`config.mk`:
```
export PLATFORM = sky130hd
export DESIGN_NAME = dfe_engine
export DESIGN_NICKNAME = d
export VERILOG_FILES = /design/src/rtl/dfe_pkg.sv /design/src/rtl/dfe_alu.sv /design/src/rtl/dfe_prio_pick.sv /design/src/rtl/dfe_out_queue.sv /design/src/rtl/dfe_engine.sv
export SDC_FILE = /design/constraint.sdc
export NUM_CORES = 1
export LEC_CHECK = 0
export ABC_AREA = 1
export BUFFER_PORTS_ARGS = -buffer_cell sky130_fd_sc_hd__buf_2
export CAP_MARGIN = 40
export CORE_MARGIN = 2
export CORE_UTILIZATION = 65
export CTS_CLUSTER_DIAMETER = 50
export DETAILED_ROUTE_END_ITERATION = 8
export HOLD_SLACK_MARGIN = 0.15
export PLACE_DENSITY = 0.82
export REMOVE_ABC_BUFFERS = 1
export SKIP_LAST_GASP = 1
export SYNTH_ARGS = -nofsm -noshare
export SYNTH_HDL_FRONTEND = slang
export SYNTH_SLANG_ARGS = --single-unit
```
`constraint.sdc`:
```
create_clock -name clk -period 16 [get_ports clk]
set_input_delay 0 -clock clk [delete_from_list [all_inputs] [get_ports clk]]
set_output_delay 0 -clock clk [all_outputs]
set_load 0.01 [all_outputs]
```
`src/rtl/dfe_pkg.sv`:
```
package dfe_pkg;

  typedef enum logic [1:0] {
    OP_ADD  = 2'd0,
    OP_SUB  = 2'd1,
    OP_MUL  = 2'd2,
    OP_PASS = 2'd3
  } dfe_op_e;

endpackage

```
`src/rtl/dfe_alu.sv`:
```
module dfe_alu
  import dfe_pkg::*;
#(
  parameter int DW = 16
) (
  input  dfe_op_e         op,
  input  logic [DW-1:0]   a,
  input  logic [DW-1:0]   b,
  output logic [DW-1:0]   y
);
  logic [2*DW-1:0] prod;

  always_comb begin
    prod = a * b;
    unique case (op)
      OP_ADD:  y = a + b;
      OP_SUB:  y = a - b;
      OP_MUL:  y = prod[DW-1:0];
      default: y = a;
    endcase
  end
endmodule

```
`src/rtl/dfe_prio_pick.sv`:
```
module dfe_prio_pick #(
  parameter int NT = 8,
  localparam int IW = $clog2(NT)
) (
  input  logic [NT-1:0] req,
  output logic          gnt_vld,
  output logic [IW-1:0] gnt_idx
);
  always_comb begin
    gnt_vld = |req;
    gnt_idx = '0;
    for (int i = NT - 1; i >= 0; i--) begin
      if (req[i]) gnt_idx = IW'(i);
    end
  end
endmodule

```
`src/rtl/dfe_out_queue.sv`:
```
module dfe_out_queue #(
  parameter int W = 19
) (
  input  logic         clk,
  input  logic         rst_n,
  input  logic [1:0]   push_cnt,
  input  logic [W-1:0] push_word,
  input  logic         pop_rdy,
  output logic         head_vld,
  output logic [W-1:0] head_word,
  output logic [1:0]   room
);
  logic [1:0]   cnt_q, cnt_n, cnt_a;
  logic [W-1:0] e_q [2];
  logic [W-1:0] e_n [2];
  logic         pop;

  assign head_vld  = (cnt_q != 2'd0);
  assign head_word = e_q[0];
  assign pop       = head_vld && pop_rdy;
  assign room      = 2'd2 - cnt_q + {1'b0, pop};

  always_comb begin
    e_n[0] = e_q[0];
    e_n[1] = e_q[1];
    if (pop) e_n[0] = e_q[1];
    cnt_a = cnt_q - {1'b0, pop};
    if (push_cnt != 2'd0) begin
      if (cnt_a == 2'd0) e_n[0] = push_word;
      else               e_n[1] = push_word;
    end
    if (push_cnt == 2'd2) e_n[1] = push_word;
    cnt_n = cnt_a + push_cnt;
  end

  always_ff @(posedge clk or negedge rst_n) begin
    if (!rst_n) cnt_q <= 2'd0;
    else        cnt_q <= cnt_n;
  end

  always_ff @(posedge clk) begin
    e_q[0] <= e_n[0];
    e_q[1] <= e_n[1];
  end
endmodule

```
`src/rtl/dfe_engine.sv`:
```
module dfe_engine
  import dfe_pkg::*;
#(
  parameter int NT = 8,
  parameter int DW = 16,
  localparam int IW = $clog2(NT),
  localparam int DESTW = IW + 1
) (
  input  logic             clk,
  input  logic             rst_n,
  input  logic             prog_we,
  input  logic [IW-1:0]    prog_idx,
  input  logic [1:0]       prog_op,
  input  logic             prog_d1_en,
  input  logic [DESTW-1:0] prog_d1,
  input  logic             prog_d2_en,
  input  logic [DESTW-1:0] prog_d2,
  input  logic             tok_valid,
  input  logic [IW-1:0]    tok_idx,
  input  logic             tok_port,
  input  logic [DW-1:0]    tok_data,
  output logic             out_valid,
  input  logic             out_ready,
  output logic [DW-1:0]    out_data,
  output logic [IW-1:0]    out_tag,
  output logic             ovf
);
  localparam logic [DESTW-1:0] EXT = '1;
  localparam int NW = 3;

  // template store
  dfe_op_e          op_q  [NT];
  dfe_op_e          op_n  [NT];
  logic [DESTW-1:0] d1_q  [NT];
  logic [DESTW-1:0] d1_n  [NT];
  logic [DESTW-1:0] d2_q  [NT];
  logic [DESTW-1:0] d2_n  [NT];
  logic [DW-1:0]    lv_q  [NT];
  logic [DW-1:0]    lv_n  [NT];
  logic [DW-1:0]    rv_q  [NT];
  logic [DW-1:0]    rv_n  [NT];
  logic [NT-1:0]    d1en_q, d1en_n, d2en_q, d2en_n;
  logic [NT-1:0]    lp_q, lp_n, rp_q, rp_n;
  logic             ovf_q, ovf_n;

  // firing path
  logic [NT-1:0]    rdy;
  logic             gnt_vld, fire;
  logic [IW-1:0]    gnt_idx;
  logic [DW-1:0]    result;
  logic             x1, x2;
  logic [1:0]       need, room, push_cnt;
  logic [DW+IW-1:0] head_word;

  // ordered slot writes: 0 input token, 1 destination 1, 2 destination 2
  logic             w_vld  [NW];
  logic [IW-1:0]    w_idx  [NW];
  logic             w_port [NW];
  logic [DW-1:0]    w_data [NW];

  assign rdy = lp_q & rp_q;

  dfe_prio_pick #(.NT(NT)) u_pick (
    .req     (rdy),
    .gnt_vld (gnt_vld),
    .gnt_idx (gnt_idx)
  );

  dfe_alu #(.DW(DW)) u_alu (
    .op (op_q[gnt_idx]),
    .a  (lv_q[gnt_idx]),
    .b  (rv_q[gnt_idx]),
    .y  (result)
  );

  assign x1       = d1en_q[gnt_idx] && (d1_q[gnt_idx] == EXT);
  assign x2       = d2en_q[gnt_idx] && (d2_q[gnt_idx] == EXT);
  assign need     = {1'b0, x1} + {1'b0, x2};
  assign fire     = gnt_vld && !prog_we && (need <= room);
  assign push_cnt = fire ? need : 2'd0;

  dfe_out_queue #(.W(DW + IW)) u_outq (
    .clk       (clk),
    .rst_n     (rst_n),
    .push_cnt  (push_cnt),
    .push_word ({gnt_idx, result}),
    .pop_rdy   (out_ready),
    .head_vld  (out_valid),
    .head_word (head_word),
    .room      (room)
  );

  assign out_data = head_word[DW-1:0];
  assign out_tag  = head_word[DW+IW-1:DW];
  assign ovf      = ovf_q;

  always_comb begin
    w_vld[0]  = tok_valid;
    w_idx[0]  = tok_idx;
    w_port[0] = tok_port;
    w_data[0] = tok_data;
    w_vld[1]  = fire && d1en_q[gnt_idx] && !x1;
    w_idx[1]  = d1_q[gnt_idx][DESTW-1:1];
    w_port[1] = d1_q[gnt_idx][0];
    w_data[1] = result;
    w_vld[2]  = fire && d2en_q[gnt_idx] && !x2;
    w_idx[2]  = d2_q[gnt_idx][DESTW-1:1];
    w_port[2] = d2_q[gnt_idx][0];
    w_data[2] = result;
  end

  // next state of the template store
  always_comb begin
    op_n   = op_q;
    d1_n   = d1_q;
    d2_n   = d2_q;
    lv_n   = lv_q;
    rv_n   = rv_q;
    d1en_n = d1en_q;
    d2en_n = d2en_q;
    lp_n   = lp_q;
    rp_n   = rp_q;
    ovf_n  = 1'b0;
    if (prog_we) begin
      op_n[prog_idx]   = dfe_op_e'(prog_op);
      d1_n[prog_idx]   = prog_d1;
      d2_n[prog_idx]   = prog_d2;
      d1en_n[prog_idx] = prog_d1_en;
      d2en_n[prog_idx] = prog_d2_en;
      lp_n[prog_idx]   = 1'b0;
      rp_n[prog_idx]   = 1'b0;
    end
    if (fire) begin
      lp_n[gnt_idx] = 1'b0;
      rp_n[gnt_idx] = 1'b0;
    end
    for (int k = 0; k < NW; k++) begin
      if (w_vld[k]) begin
        if (!w_port[k]) begin
          if (lp_n[w_idx[k]]) ovf_n = 1'b1;
          else begin
            lp_n[w_idx[k]] = 1'b1;
            lv_n[w_idx[k]] = w_data[k];
          end
        end else begin
          if (rp_n[w_idx[k]]) ovf_n = 1'b1;
          else begin
            rp_n[w_idx[k]] = 1'b1;
            rv_n[w_idx[k]] = w_data[k];
          end
        end
      end
    end
  end

  always_ff @(posedge clk or negedge rst_n) begin
    if (!rst_n) begin
      lp_q   <= '0;
      rp_q   <= '0;
      d1en_q <= '0;
      d2en_q <= '0;
      ovf_q  <= 1'b0;
    end else begin
      lp_q   <= lp_n;
      rp_q   <= rp_n;
      d1en_q <= d1en_n;
      d2en_q <= d2en_n;
      ovf_q  <= ovf_n;
    end
  end

  always_ff @(posedge clk) begin
    for (int t = 0; t < NT; t++) begin
      op_q[t] <= op_n[t];
      d1_q[t] <= d1_n[t];
      d2_q[t] <= d2_n[t];
      lv_q[t] <= lv_n[t];
      rv_q[t] <= rv_n[t];
    end
  end
endmodule

```
==> impl_metrics.yaml <==
worst_setup_path:
  critical_path_arrival_ns: 9.88
  path_max_fanout: 134
  critPathKind: "reg2reg"
  cpPeakStageDelay_ns: 0.87
  critPathLaunchType: "flip-flop"
  cpMaxStageDelayCell: "buf_4"
  critPathMostFrequentCell: "nand2_1"
  timing.critical_path.to_type: "flip-flop"
  critical_path_required_ns: 16.54
drt:
  drt_pre_antenna_iters: 7
  via_count: 27100
  route.final.wire_length_mm: 92.0
  wl_met2_mm: 40.0
  wirelength_met1_mm: 35.0
  top_signal_layer_used: "met4"
  ant_nets: 0
  drc: 0
  drt_iter0_markers: 3730
  drt-wirelength-per-cell_um: 20.5
  routed_via_density: 6.04
  detailed_routed_wire_length_on_met3_mm: 11.8
timing:
  rsz0062_at_grt: "no"
  hold_viol: 0
  finalSetupViolCount: 0
  fin_crit_sh_pct: 58.4
  worst_slew_pin_slew_ns: 1.13
  drv_slew: 0
  timing.slew.headroom_pct: 24.4
  setup-tns-final_ns: 0
  fmaxAchievable_ghz: 0.107
  worst_clock_skew_ns: 0.0172
  finalWorstPathRequiredPeriod_ns: 9.34
clock_tree:
  clock_tree_from_tritoncts: "built"
  cts_setup_buffers: 0
  maximum_clock_path_buffer_count: 3
  clock_buffer_count_from_cts: 46
  cts.reportedPaths.clkPinSlew_ns: 0.06
  cts.htree.levels: 2
  worstSkewPairLatency_ns: 0.60
  clock_sinks: 409
  clock_tree.root_cell: "clkbuf_16"
logic_synthesis:
  synth_largest_area_cell: "dfxtp_1"
  post_synth_instance_area_mm2: 0.0280
  synth_top_cell_area_share_pct: 19.7
  synth_commonest_cells: "nand2_1 (1282), inv_1 (478), dfxtp_1 (275)"
  postSynthRegisterBits: 409
  post_synth_inst_count: 3912
  async_flop_share_pct: 8.56
  post_synth_edffs: 99
  synth_area_leaders: "dfxtp_1 (20%), nand2_1 (17%), edfxtp_1 (11%)"
  seq_area_frac_synth_pct: 33.5
  synthesis.yosys.warnings: 0
  most_frequent_cell_after_synthesis: "nand2_1"
  synthFlopType: "dfxtp_1"
  synthesized_area_per_cell_um2: 7.15
  yosysUniqueCellTypes: 57
floorplan:
  fp.dieW_um: 211
  initial_util_pct: 66.2
  ios: 61
  die_area_mm2: 0.0447
  floorplan.core_area_mm2: 0.0422
  die_h_um: 211
  core.rowCount: 75
final_layout:
  finish.net_count: 4105
  area.growth.synth_to_final_pct: 8.26
  multi_input_area_mm2: 0.0155
  seqCellArea_mm2: 0.00935
  insertedDiodeCount: 0
  fillerInstances: 3457
  final_layout_size_suffix_gt1_share_pct: 7.49
grt:
  leftover_overflow_at_the_end_of_global_routing: 0
  antenna_found_initial: 0
  grt_first_pass_wirelength_mm: 142
  grt_start_max_net_pins: 135
  grt_pass1_vias: 25400
  global_route.usage.total_pct: 41.3
outcome:
  status: "finished clean"
run:
  maxCapViolCount: 0
placement:
  portBuffers: 60
  hpwl_mm: 61.9
  gp_congestion: 0.992
worst_hold_path:
  hold_path_class: "in2reg"
[metrics by stage]
step / util [%] / hold WS, ns / setup WS (ns) / instances / area, um^2
2_1_floorplan: - / -0.296 / 8.12 / 3711 / 26800
3_3_place_gp: 66.4 / 0.131 / 7.02 / 4344 / 28000
3_5_place_dp: 66.9 / 0.133 / 6.91 / 4355 / 28300
4_1_cts: 71.7 / 0.219 / 6.90 / 4489 / 30300
5_1_grt: 71.7 / 0.260 / 6.21 / 4489 / 30300
6_report: 71.7 / 0.225 / 6.66 / 4489 / 30300
[timing repair]
item                      4_1_cts  5_1_grt
hold buffers                   49        0
hold endpoints to repair      440        0
resized for setup               0        0
[final timing paths]
| path | from | endpoint | slack, ns | cells after the start |
|---|---|---|---|---|
| max reg2reg | lp_q[7]$_DFF_PN0_ | rv_q[30]$_DFF_P_ | 6.66 | 41 |
| min in group asynchronous | rst_n | rp_q[2]$_DFF_PN0_ | 0.50 | 4 |
| max | lp_q[7]$_DFF_PN0_ | rv_q[30]$_DFF_P_ | 6.66 | 41 |
| min reg2reg | rv_q[10]$_DFF_P_ | rv_q[10]$_DFF_P_ | 0.47 | 2 |
| max in group asynchronous | rst_n | lp_q[7]$_DFF_PN0_ | 15.30 | 4 |
| min | prog_d2[2] | d2_q[6]$_DFFE_PP_ | 0.22 | 2 |
[sequential cells by signal (all words and copies together), names as in the netlist]
register and cells:
d1_q 32, d1en_q 8, d2_q 32, d2en_q 8, lp_q 8, lv_q 128
op_q 16, ovf 1, rp_q 8, rv_q 128, u_outq.cnt_q 2, u_outq.e_q 38
[kinds of logic (layout without fill, tap and decap cells)]
family / Yosys count / in the layout / synth area share, %
simple gates: 1997 / 1997 / 31.4
buf+inv: 713 / 751 / 11.0
compound gates: 500 / 500 / 10.2
flops: 409 / 409 / 33.5
fa+ha+maj: 152 / 152 / 8.98
mux: 112 / 112 / 4.02
xor+xnor: 29 / 29 / 0.909
[area by class of cell]
class	instances	area share, %
multi-input combinational	2790	51.3
tap	539	2.23
sequential	409	30.9
clock inverter	14	0.442
clock buffer	71	4.49
inverter	512	6.35
timing repair buffer	154	4.25
[layout by cell type, fill, tap and decap left out, drive strengths merged, types with 2 or more instances in the layout]
| cell | n |
|---|---|
| o22ai | 16 |
| ha | 71 |
| mux2 | 2 |
| nor4 | 2 |
| fa | 81 |
| edfxtp | 99 |
| clkinvlp | 2 |
| inv | 503 |
| dfrtp | 35 |
| nand4 | 40 |
| a21o | 5 |
| o21bai | 10 |
| o21ai | 322 |
| and2 | 3 |
| nor2 | 230 |
| nand3b | 107 |
| clkinv | 20 |
| dlygate4sd3 | 48 |
| clkbuf | 71 |
| nor3 | 10 |
| buf | 106 |
| nand3 | 276 |
| o31ai | 19 |
| nand2 | 1320 |
| a21oi | 49 |
| xor2 | 22 |
| o21a | 15 |
| o211ai | 51 |
| a221oi | 4 |
| mux2i | 110 |
| dfxtp | 275 |
| a31oi | 4 |
| xnor2 | 7 |
| or2 | 9 |
[worst max-delay path: cells and delay by family, from the launching register on]
| kind | cells | cell delay [ns] |
|---|---|---|
| adder cells (fa/ha/maj) | 7 | 2.89 |
| buffers and inverters | 7 | 1.47 |
| AND/OR/NAND/NOR | 23 | 3.73 |
| flip-flops | 1 | 0.39 |
| AO/OA/AOI/OAI | 4 | 0.66 |
[routing by layer]
layer	vias to the layer above	GRT usage [%]
met5	-	0
li1	12500	-
met2	1817	64.8
met1	12400	54.2
met4	0	20.8
met3	394	8.72
Power is left out: the tool's default activity adds up to more than one toggle a clock period on the data nets, which glitch-free logic cannot reach.
